--- src/rtl/node_supply_seq.sv ---
module node_supply_seq #(
  parameter int CLK_HZ        = 1_000_000,
  parameter int WAKE_US       = 45,
  parameter int TRES_LONG_MS  = 100,
  parameter int TRES_SHORT_MS = 15,
  parameter int TRR_US        = 50
) (
  input  logic clk,
  input  logic rst_n,
  input  logic en_i,
  input  logic bus_i,
  input  logic ot_i,
  input  logic cool_i,
  input  logic vcc_lo_i,
  input  logic vcc_hi_i,
  input  logic strap_i,
  output logic reg_en_o,
  output logic reset_n_o,
  output logic thr_hi_o,
  output logic strap_pu_o,
  output logic strap_pd_o
);
  localparam int WAKE_CYC  = int'(longint'(CLK_HZ) * WAKE_US / 1_000_000);
  localparam int LONG_CYC  = int'(longint'(CLK_HZ) * TRES_LONG_MS / 1_000);
  localparam int SHORT_CYC = int'(longint'(CLK_HZ) * TRES_SHORT_MS / 1_000);
  localparam int RR_CYC    = int'(longint'(CLK_HZ) * TRR_US / 1_000_000);
  localparam int WW = $clog2(WAKE_CYC + 1);
  localparam int DW = $clog2(LONG_CYC + 1);
  localparam int UW = $clog2(RR_CYC + 1);
  localparam logic [WW-1:0] WAKE_W  = WW'(WAKE_CYC);
  localparam logic [DW-1:0] LONG_M1 = DW'(LONG_CYC - 1);
  localparam logic [DW-1:0] SHRT_M1 = DW'(SHORT_CYC - 1);
  localparam logic [UW-1:0] RR_M1   = UW'(RR_CYC - 1);

  typedef enum logic [2:0] {S_OFF, S_WAITV, S_READ, S_PULL, S_DELAY, S_RUN, S_HOT} st_t;
  st_t st, nxt;

  logic          en_q, bus_q, armed, s0, thr_q, short_q;
  logic [WW-1:0] wcnt;
  logic [DW-1:0] dcnt;
  logic [UW-1:0] ucnt;
  logic          vcc_ok, en_fall, bus_edge, wake;
  logic [DW-1:0] tres_m1;

  assign vcc_ok   = thr_q ? vcc_hi_i : vcc_lo_i;
  assign en_fall  = en_q & ~en_i;
  assign bus_edge = bus_i ^ bus_q;
  assign wake     = armed && (wcnt == WAKE_W);
  assign tres_m1  = short_q ? SHRT_M1 : LONG_M1;

  always_comb begin
    nxt = st;
    case (st)
      S_OFF:   if (en_i || wake) nxt = S_WAITV;
      S_WAITV: if (vcc_lo_i) nxt = S_READ;
      S_READ:  nxt = S_PULL;
      S_PULL:  nxt = S_DELAY;
      S_DELAY: if (vcc_ok && dcnt == tres_m1) nxt = S_RUN;
      S_RUN:   if (!vcc_ok && ucnt == RR_M1) nxt = S_DELAY;
      S_HOT:   if (cool_i) nxt = S_WAITV;
      default: nxt = S_OFF;
    endcase
    if (st != S_OFF && st != S_HOT && en_fall) nxt = S_OFF;
    if (ot_i) nxt = S_HOT;
  end

  always_ff @(posedge clk or negedge rst_n) begin
    if (!rst_n) begin
      st      <= S_WAITV;
      en_q    <= 1'b0;
      bus_q   <= 1'b1;
      armed   <= 1'b0;
      wcnt    <= WAKE_W;
      dcnt    <= '0;
      ucnt    <= '0;
      s0      <= 1'b0;
      thr_q   <= 1'b0;
      short_q <= 1'b0;
    end else begin
      st    <= nxt;
      en_q  <= en_i;
      bus_q <= bus_i;
      if (st != S_OFF) begin
        armed <= 1'b0;
        wcnt  <= WAKE_W;
      end else if (bus_edge) begin
        armed <= (wcnt == WAKE_W);
        wcnt  <= WW'(1);
      end else if (wcnt != WAKE_W) begin
        wcnt  <= wcnt + 1'b1;
      end
      dcnt <= (st == S_DELAY && vcc_ok) ? dcnt + 1'b1 : '0;
      ucnt <= (st == S_RUN && !vcc_ok) ? ucnt + 1'b1 : '0;
      if (st == S_READ) s0 <= strap_i;
      if (st == S_PULL) begin
        thr_q   <= s0;
        short_q <= (strap_i != s0);
      end
    end
  end

  assign reg_en_o   = (st != S_OFF) && (st != S_HOT);
  assign reset_n_o  = (st == S_RUN);
  assign thr_hi_o   = thr_q;
  assign strap_pu_o = (st == S_PULL) && !s0;
  assign strap_pd_o = (st == S_PULL) && s0;
endmodule

--- config.mk ---
export PLATFORM = sky130hd
export DESIGN_NAME = node_supply_seq
export DESIGN_NICKNAME = d
export VERILOG_FILES = /design/src/rtl/node_supply_seq.sv
export SDC_FILE = /design/constraint.sdc
export NUM_CORES = 1
export LEC_CHECK = 0
export BUFFER_PORTS_ARGS = -buffer_cell sky130_fd_sc_hd__clkbuf_2
export CORE_MARGIN = 4
export CORE_UTILIZATION = 50
export DETAILED_ROUTE_END_ITERATION = 10
export HOLD_SLACK_MARGIN = 0.06
export PLACE_DENSITY = 0.75
export SLEW_MARGIN = 10
export SYNTH_ARGS = -nofsm -noshare
export SYNTH_HDL_FRONTEND = slang
export SYNTH_SLANG_ARGS = --single-unit
--- constraint.sdc ---
create_clock -name clk -period 1.5 [get_ports clk]
set_input_delay 0.3 -clock clk [delete_from_list [all_inputs] [get_ports clk]]
set_output_delay 0.3 -clock clk [all_outputs]
set_load 0.02 [all_outputs]
==> summary.txt <==
Yosys
  • Syn nets: 217
  • Post-synth EDFFs: 0
  • Mapped Area: 0.00202 mm^2
  • Post-synth top area share: 0.396
  • Synth top area cells: dfrtp_1 40%, dfstp_2 7.8%, nor2_1 6.1%
  • Post-synthesis sequential area ratio: 0.474
  • Post-synth ARST share: 1.00
  • Yosys top cell by area: dfrtp_1
  • Most common flop cell mapped by yosys: dfrtp_1
  • Synth unique cells: 43
  • Synth warn: 0
  • Top post-synthesis cells by count: 33 x nor2_1, 32 x dfrtp_1, 14 x xnor2_1
  • Flop and latch count out of synthesis: 38
  • Count leader, synth: nor2_1
  • Cell count after synthesis: 203
  • Avg Cell Area, Syn: 9.95 um^2

Worst hold path
  • Worst Hold Class: primary input to flop

Finish
  • Nets: 272
  • Fraction of layout cells with a size suffix above 1: 0.386
  • Area of the multi-input gates: 0.00112 mm^2
  • Design Area, Final: 0.00268 mm^2
  • Layout fillers: 243
  • Register Area: 961 um^2
  • Area growth syn-to-layout: 32.4%
  • # diodes: 0

Global route
  • Initial antenna violation count: 0
  • M2 GR Usage: 0.332
  • First-pass GRT wire length: 7.93 mm
  • Largest net degree at the start of global routing: 39
  • GR peak layer: met2
  • GRT met1 Usage: 0.241
  • GR Util met3: 0.0477
  • GRT Total Usage: 0.194
  • Vias in the first global route: 1749
  • Total congestion overflow: 0

Drt
  • Vias post-DR: 1715
  • Pre-antenna DRT Iters: 4
  • Vias per cell: 5.59
  • Post-route ant nets: 0
  • Initial DRC Count: 56
  • Final wirelength: 4.86 mm
  • Routed len/inst: 15.8 um
  • DRC: 0

Timing
  • RSZ-0062 raised after global routing: true
  • Max-slew headroom: 0.753
  • Sum Neg Setup Slack: -1.15 ns
  • Hold Violations, Final: 0
  • Worst Skew: 0.00661 ns
  • Tightest hold margin: 0.102 ns
  • Worst slew pin tran: 0.366 ns
  • Fin crit share: 1.19
  • Setup WS post-layout: -0.283 ns
  • Final Max Tran Viols: 0
  • Crit path time final: 1.78 ns
  • Fmax: 561 MHz
  • Final setup violation count: 8

Critical path
  • WP data arrival: 1.48 ns
  • Crit path kind: flop to output pin
  • Startpoint Class: flop
  • CP endpoint kind: output pin
  • Crit Path Max Fanout: 4
  • Critical Path RT: 1.20 ns

Run
  • Maxcap violations: 0

Floorplanning
  • DIE HEIGHT: 71.6 um
  • # rows: 22
  • Core area: 0.00377 mm^2
  • Die width: 71.6 um
  • Initial Utilization: 0.536
  • Total die area: 0.00512 mm^2
  • # IOs: 14

Clock tree
  • CTS Buf Count: 5
  • Clock latency on the worst-skew pair: 0.29 ns
  • TritonCTS clock tree: done
  • Worst-path clk slew: 0.07 ns
  • CTS H-Tree Depth: 2
  • Clock Tree Root: clkbuf_8
  • CTS sink count: 38
  • CTS max path bufs: 2

Place
  • Input/output buffers: 13
  • Placed inst area: 0.00234 mm^2
  • Final HPWL DP: 2.93 mm
  • Pre-CTS setup slack: -0.0541 ns
  • GP Congestion: 0.822

Power
  • LEAKAGE: 1.17 nW
  • Total Power: 3.35 mW
  • IR drop worst, VDD: 0.950 mV
  • Pwr dens: 1250 mW/mm^2

Status
  • Status: complete, but fails checks
  • Failing checks: setup timing
## registers in the layout (all words and copies together), names as in the netlist, 3 cells and up
name and flops:
wcnt 6, st 3, ucnt 6, dcnt 17
## worst max-delay path: stages (launching register included)
cell and delay [ns]:
dfrtp_1 0.43, and2b_2 0.26, or3_4 0.37, buf_6 0.14
## routing by layer
layer	up-vias	share of wire
met5	-	0
li1	803	-
met4	0	0.017
met2	65	0.51
met1	834	0.42
met3	13	0.054
## final timing paths
check / start / cells past startpoint / end / slack (ns)
worst max-delay path: st[2] / 3 / reg_en_o / -0.28
worst min-delay path: bus_i / 1 / bus_q / 0.10
worst max register to register: wcnt[0] / 6 / st[0] / -0.09
worst min register to register: dcnt[0] / 1 / dcnt[0] / 0.49
max in group asynchronous: rst_n / 3 / wcnt[0] / 0.75
min in group asynchronous: rst_n / 3 / s0 / 0.50
## cell usage in the layout, fill, tap and decap left out, types with 2 or more instances in the layout
master,synthesis,routed
buf_6,2,6
ha_1,5,4
dfstp_2,6,6
or2_4,0,3
dfrtp_1,32,30
nor2_2,2,4
clkbuf_2,0,9
a21oi_1,9,5
buf_4,2,33
and3_1,4,3
nor2b_1,4,3
nor3_1,4,4
clkbuf_8,0,8
o21ai_0,8,4
dfrtp_2,0,2
inv_1,7,7
o21ai_1,0,3
nand4b_1,2,2
or3_4,0,2
nor2_1,33,31
xor2_1,12,11
nor4_1,3,2
a21oi_2,0,3
nand2_1,12,9
nand2_2,0,3
xnor2_1,14,14
and2b_2,3,3
nand3_1,12,11
## cell families after synthesis
logic type / Yosys count / synth area share
AOI/OAI and AO/OA: 25 / 0.0774
xor gates and xnor gates: 26 / 0.113
adders and majority gates: 5 / 0.0310
buffers and inverters: 13 / 0.0365
DFF: 38 / 0.474
muxes: 2 / 0.0105
and+or+nand+nor: 94 / 0.258
## report_power, final
group / total [mW] / switching (mW) / internal, mW / leakage (nW)
combinational: 1.37 / 0.673 / 0.697 / 0.633
sequential: 1.26 / 0.114 / 1.15 / 0.492
clock: 0.716 / 0.345 / 0.370 / 0.0482
total: 3.35 / 1.13 / 2.22 / 1.17
## per-stage QoR
| step | utilization | instances |
|---|---|---|
| floorplan | - | 203 |
| global placement | 0.621 | 289 |
| detailed placement | 0.621 | 289 |
| CTS | 0.678 | 304 |
| global route | 0.709 | 307 |
| finish | 0.709 | 307 |
## repair_timing
| item | 4_1_cts | 5_1_grt |
|---|---|---|
| resized for setup | 19 | 28 |
| buffers inserted | 6 | 1 |
| hold buffers | 1 | 0 |
| endpoints found under the setup margin | 13 | 30 |
| cloned | 0 | 2 |
| pin swaps | 2 | 11 |
| hold endpoints to repair | 32 | 0 |
## area by class of cell
| class | instances | area share |
|---|---|---|
| Timing Repair Buffer | 52 | 0.156 |
| Clock buffer | 7 | 0.0323 |
| Tap cell | 48 | 0.0225 |
| Clock inverter | 1 | 0.00187 |
| Multi-Input combinational cell | 154 | 0.418 |
| Inverter | 7 | 0.00982 |
| Sequential cell | 38 | 0.359 |
No activity file was read; power rests on OpenSTA's default activity.
